$ cat src/rtl/lcs_advance_ctrl.sv
module lcs_advance_ctrl #(
  parameter logic [7:0]  OP_TRANSIT = 8'h28,
  parameter logic [7:0]  OP_OPEN    = 8'h29,
  parameter logic [31:0] OBJ_SIZE   = 32'h0000_0014,
  parameter logic [31:0] CMD_ID     = 32'h1200_28F0
) (
  input  logic        clk,
  input  logic        rst_n,
  input  logic        req_valid,
  input  logic [31:0] req_addr,
  output logic        rd_en,
  output logic [31:0] rd_addr,
  input  logic [31:0] rd_data,
  input  logic [31:0] dev_id0,
  input  logic [31:0] dev_id1,
  input  logic [23:0] dev_id2,
  input  logic        sig_ok,
  input  logic        supply_ok,
  input  logic [2:0]  fuse_bits,
  output logic        fuse_prog,
  output logic [1:0]  fuse_idx,
  input  logic        fuse_done,
  output logic        busy,
  output logic        done,
  output logic [31:0] ret_code,
  output logic [1:0]  stage,
  output logic        user_boot_en,
  output logic        analysis_open
);
  localparam logic [2:0]  LAST_W   = 3'd5;
  localparam logic [1:0]  ST_RET   = 2'd3;
  localparam logic [23:0] E_STAGE  = 24'h1, E_ALIGN = 24'h2, E_OPC = 24'h3,
                          E_SIZE   = 24'h4, E_CMD   = 24'h5, E_ID  = 24'h6,
                          E_SIG    = 24'h7, E_SUPPLY = 24'h8;

  typedef enum logic [2:0] {S_IDLE, S_ALERR, S_RD, S_CHK, S_PROG, S_WAIT} st_t;

  st_t         st_q;
  logic [31:0] base_q;
  logic [2:0]  idx_q;
  logic        open_call_q;
  logic [1:0]  stage_q;
  logic [31:0] ret_q;
  logic        done_q;
  logic        open_q;
  logic [23:0] werr;
  logic [1:0]  fuse_stage;

  assign fuse_stage   = fuse_bits[2] ? 2'd3 : fuse_bits[1] ? 2'd2 : fuse_bits[0] ? 2'd1 : 2'd0;
  assign rd_en        = (st_q == S_RD);
  assign rd_addr      = base_q + {27'd0, idx_q, 2'b00};
  assign fuse_prog    = (st_q == S_PROG);
  assign fuse_idx     = 2'd2;
  assign busy         = (st_q != S_IDLE);
  assign done         = done_q;
  assign ret_code     = ret_q;
  assign stage        = stage_q;
  assign user_boot_en = (stage_q != ST_RET);
  assign analysis_open = open_q;

  always_comb begin
    werr = 24'h0;
    case (idx_q)
      3'd0: begin
        if (rd_data[31:24] == OP_TRANSIT) begin
          if (stage_q != 2'd1 && stage_q != 2'd2) werr = E_STAGE;
        end else if (rd_data[31:24] == OP_OPEN) begin
          if (stage_q != ST_RET) werr = E_STAGE;
        end else werr = E_OPC;
      end
      3'd1: if (rd_data != OBJ_SIZE) werr = E_SIZE;
      3'd2: if (rd_data != CMD_ID) werr = E_CMD;
      3'd3: if (rd_data != dev_id0) werr = E_ID;
      3'd4: if (rd_data != dev_id1) werr = E_ID;
      3'd5: if (rd_data[23:0] != dev_id2) werr = E_ID;
      default: werr = 24'h0;
    endcase
  end

  always_ff @(posedge clk or negedge rst_n) begin
    if (!rst_n) stage_q <= 2'd0;
    else if (fuse_stage > stage_q) stage_q <= fuse_stage;
  end

  always_ff @(posedge clk or negedge rst_n) begin
    if (!rst_n) begin
      st_q <= S_IDLE; base_q <= '0; idx_q <= '0; open_call_q <= 1'b0;
      ret_q <= '0; done_q <= 1'b0; open_q <= 1'b0;
    end else begin
      done_q <= 1'b0;
      case (st_q)
        S_IDLE: if (req_valid) begin
          base_q <= req_addr;
          idx_q  <= '0;
          st_q   <= (req_addr[1:0] != 2'b00) ? S_ALERR : S_RD;
        end
        S_ALERR: begin
          ret_q <= {4'hF, 4'h0, E_ALIGN}; done_q <= 1'b1; st_q <= S_IDLE;
        end
        S_RD: st_q <= S_CHK;
        S_CHK: begin
          if (idx_q == 3'd0) open_call_q <= (rd_data[31:24] == OP_OPEN);
          if (werr != 24'h0) begin
            ret_q <= {4'hF, 4'h0, werr}; done_q <= 1'b1; st_q <= S_IDLE;
          end else if (idx_q != LAST_W) begin
            idx_q <= idx_q + 3'd1; st_q <= S_RD;
          end else if (!sig_ok) begin
            ret_q <= {4'hF, 4'h0, E_SIG}; done_q <= 1'b1; st_q <= S_IDLE;
          end else if (open_call_q) begin
            ret_q <= {4'hA, 28'h0}; done_q <= 1'b1; open_q <= 1'b1; st_q <= S_IDLE;
          end else if (!supply_ok) begin
            ret_q <= {4'hF, 4'h0, E_SUPPLY}; done_q <= 1'b1; st_q <= S_IDLE;
          end else st_q <= S_PROG;
        end
        S_PROG: st_q <= S_WAIT;
        S_WAIT: if (fuse_done) begin
          ret_q <= {4'hA, 28'h0}; done_q <= 1'b1; st_q <= S_IDLE;
        end
        default: st_q <= S_IDLE;
      endcase
    end
  end

  a_r2_stage_forward: assert property (@(posedge clk) disable iff (!rst_n)
    1'b1 |=> stage_q >= $past(stage_q));
  a_r9_prog_needs_supply: assert property (@(posedge clk) disable iff (!rst_n)
    fuse_prog |-> $past(supply_ok));
  a_r11_strobe_single: assert property (@(posedge clk) disable iff (!rst_n)
    fuse_prog |=> !fuse_prog);
  a_r13_done_pulse: assert property (@(posedge clk) disable iff (!rst_n)
    done |=> !done);
  a_r13_busy_from_req: assert property (@(posedge clk) disable iff (!rst_n)
    $rose(busy) |-> $past(req_valid));
  a_r10_code_shape: assert property (@(posedge clk) disable iff (!rst_n)
    done |-> ((ret_code[31:28] == 4'hA && ret_code[27:0] == 28'h0) ||
              (ret_code[31:24] == 8'hF0 && ret_code[23:0] != 24'h0)));
  a_r12_open_only_in_return: assert property (@(posedge clk) disable iff (!rst_n)
    $rose(analysis_open) |-> stage == ST_RET);
endmodule

$ cat config.mk
export PLATFORM = sky130hd
export DESIGN_NAME = lcs_advance_ctrl
export DESIGN_NICKNAME = d
export VERILOG_FILES = /design/src/rtl/lcs_advance_ctrl.sv
export SDC_FILE = /design/constraint.sdc
export NUM_CORES = 1
export LEC_CHECK = 0
export BUFFER_PORTS_ARGS = -buffer_cell sky130_fd_sc_hd__buf_4
export CORE_MARGIN = 5
export CORE_UTILIZATION = 45
export DETAILED_ROUTE_END_ITERATION = 6
export GPL_TIMING_DRIVEN = 0
export PLACE_DENSITY = 0.82
export SLEW_MARGIN = 20
export SYNTH_ARGS = -nofsm -noshare
export SYNTH_HDL_FRONTEND = slang
export SYNTH_SLANG_ARGS = --single-unit
$ cat constraint.sdc
create_clock -name clk -period 2.6 [get_ports clk]
set_input_delay 0.26 -clock clk [delete_from_list [all_inputs] [get_ports clk]]
set_output_delay 0.26 -clock clk [all_outputs]
set_load 0.005 [all_outputs]
==> out/qor.yml <==
final_core_util_pct: 68.65
synth.top_cell.area_share_pct: 29.31
startpoint_type: "flip-flop"
ys_seq_area_share_pct: 29.31
synth_cells: 445
portBuffers: 202
crit_top_cell: "buf_4"
dieArea_um2: 11320
cts_buffers: 5
crit_slowest_cell: "dfrtp_2"
cts-root-buf: "clkbuf_8"
critPathCaptureType: "primary output"
async_reset_ff_share_pct: 100.0
synth.most_common_cell: "xnor2_1"
worstSkewPairLatency_ps: 310
dp.final_hpwl_um: 11970
status: "finished, violations left"
place_congestion: 0.8550
htreeDepth: 2
drt-wirelength-per-cell_um: 18.45
diodes: 0
drv_cap: 0
whs_ps: 171.6
fin_ws_ps: -45.82
post-route-drc-count: 0
synth_edf_count: 0
hold_class: "in -> reg"
num_rows: 35
cts_max_path_buffers: 2
power_density_nw_per_um2: 625.7
cts_tree: "built"
grt_pass1_vias: 4392
yosys.area.top_type: "dfrtp_1"
worstMarginPinSlew_ps: 621.5
avgViaCountPerCell: 5.204
num_vias: 4189
clock-sinks: 49
synth-seq-cells: 49
areaGrowthSynthToFinish_pct: 50.22
die_x_um: 106.4
path_class: "reg -> out"
dr.max_layer_used: "met4"
grt_max_degree: 50
final_cells: 805
antenna_found_initial: 0
wl_met1_um: 5307
grt_overflow_total: 0
vdd_drop_max_uv: 593.5
core_area_um2: 9153
yosys_warnings: 0
layout.nets: 866
max_freq_mhz: 378.0
drtAntennaViolNets: 0
setup_viol: 2
rsz0062_at_grt: "yes"
grtUsageTotal_pct: 24.75
synth_common_cells: "xnor2_1 (98), dfrtp_1 (49), mux2_2 (31)"
syn_area_um2: 4183
violations: "negative setup slack"
synth_cell_types: 55
avgSynthCellArea_um2: 9.399
relSlewSlack_pct: 58.57
period_share_pct: 101.8
ios: 235
path_cells: "ha_4 > inv_2 > fa_2 > nor2b_4 > nor2_4 > nor3_4 > and3_4 > buf_4 > xor2_1 > buf_4"
nFillCells: 727
p_leak_nw: 2.828
worstPathMaxFanout: 3
tns_ps: -87.48
cpPeakStageDelay_ps: 420
place_inst: 782
clk_transition_reported_paths_ps: 110
drtIter0Drc: 195
worstPathRequired_ps: 2340
drt-total-wl_um: 14860
dr.pass1.iters: 4
synth_ff_type: "dfrtp_1"
fin_worst_skew_ps: 14.05
dr_wl_met2_um: 7867
maxSlewViolCount: 0
drive_above_1_share_pct: 45.53
wl_met3_um: 1436
grt_pass1_wl_um: 22360
hold_viol_final: 0
initial_core_util_pct: 45.70
dp_slack_ps: -182.7
crit_arrival_ps: 2390
finalCriticalPeriod_ps: 2646
chipHeight_um: 106.4
ys_top_cells_by_area: "dfrtp_1 (29%), xnor2_1 (21%), mux2_2 (8.3%), buf_4 (5.4%), xor2_1 (3.8%)"
routing by layer:
metal	track usage, %	vias to the layer above
met5	0	-
met3	7.347	19
met1	27.28	1988
li1	-	2001
met2	46.74	181
met4	5.205	0
stage by stage:
stage / area (um^2) / total power, mW
finish: 6284 / 3.932
global route: 6284 / 4.215
CTS: 6110 / 3.880
detailed placement: 5928 / 3.365
global placement: 5928 / 3.284
floorplan: 4273 / 2.379
worst max-delay path: cells and delay by family, from the launching register on:
kind	cells	cell delay [ps]
and+or+nand+nor	4	650
adders and majority gates	2	560
DFF	1	420
buffers and inverters	3	280
xor gates and xnor gates	1	160
registers in the layout (all words and copies together), names as in the netlist:
name           flops
base_q            32
ret_code           6
idx_q              3
st_q               3
stage              2
analysis_open      1
done               1
open_call_q        1
area by class of cell:
cell class	instances	area, um^2	area share, %
multi-input combinational	366	2868	45.64
sequential	49	1227	19.53
buffer	41	266.5	4.241
clock buffer	5	68.82	1.095
clock inverter	3	26.28	0.4182
tap	111	138.9	2.210
timing repair buffer	218	1643	26.15
inverter	12	45.04	0.7168
layout by cell type, fill, tap and decap left out, types with 15 or more instances in the layout:
cell / count
buf_4: 246
xnor2_1: 97
dfrtp_1: 48
mux2_2: 31
nand2_1: 27
conb_1: 26
nand4_1: 24
xor2_1: 18
nor2_1: 15
path summary, 6_finish.rpt:
| check | startpoint | depth (start not counted) | endpoint | slack, ps |
|---|---|---|---|---|
| setup reg to reg | idx_q[0]$_DFFE_PN0P_ | 10 | ret_code[1]$_DFFE_PN0P_ | 220 |
| setup / recovery | idx_q[0]$_DFFE_PN0P_ | 10 | rd_addr[18] | -50 |
| hold / removal | req_addr[29] | 2 | base_q[29]$_DFFE_PN0P_ | 170 |
| hold reg to reg | ret_code[1]$_DFFE_PN0P_ | 1 | ret_code[1]$_DFFE_PN0P_ | 510 |
| min in group asynchronous | rst_n | 2 | ret_code[3]$_DFFE_PN0P_ | 520 |
| max in group asynchronous | rst_n | 2 | idx_q[0]$_DFFE_PN0P_ | 1650 |
report_power, final:
| group | leakage [nW] | internal [mW] | switching, mW | total, mW |
|---|---|---|---|---|
| combinational | 2.20 | 1.19 | 0.853 | 2.04 |
| clock | 0.0423 | 0.196 | 0.285 | 0.482 |
| sequential | 0.583 | 1.07 | 0.343 | 1.41 |
| total | 2.83 | 2.45 | 1.48 | 3.93 |
kinds of logic after synthesis:
| family | count (synthesis) | share of synthesized area [%] |
|---|---|---|
| multiplexers | 36 | 9.572 |
| other | 2 | 0.1795 |
| AND/OR/NAND/NOR | 131 | 17.59 |
| adder cells (fa/ha/maj) | 12 | 3.769 |
| flip-flops | 49 | 29.32 |
| buffers and inverters | 54 | 7.538 |
| AO/OA/AOI/OAI | 45 | 7.748 |
| XOR/XNOR | 116 | 24.29 |
what timing repair did:
item,CTS,global route
setup buffers,3,12
endpoints found under the hold margin,49,0
pin swaps,3,18
hold buffers,1,0
setup endpoints to repair,22,17
resized for setup,13,17
Power figures use the tool's default switching activity.
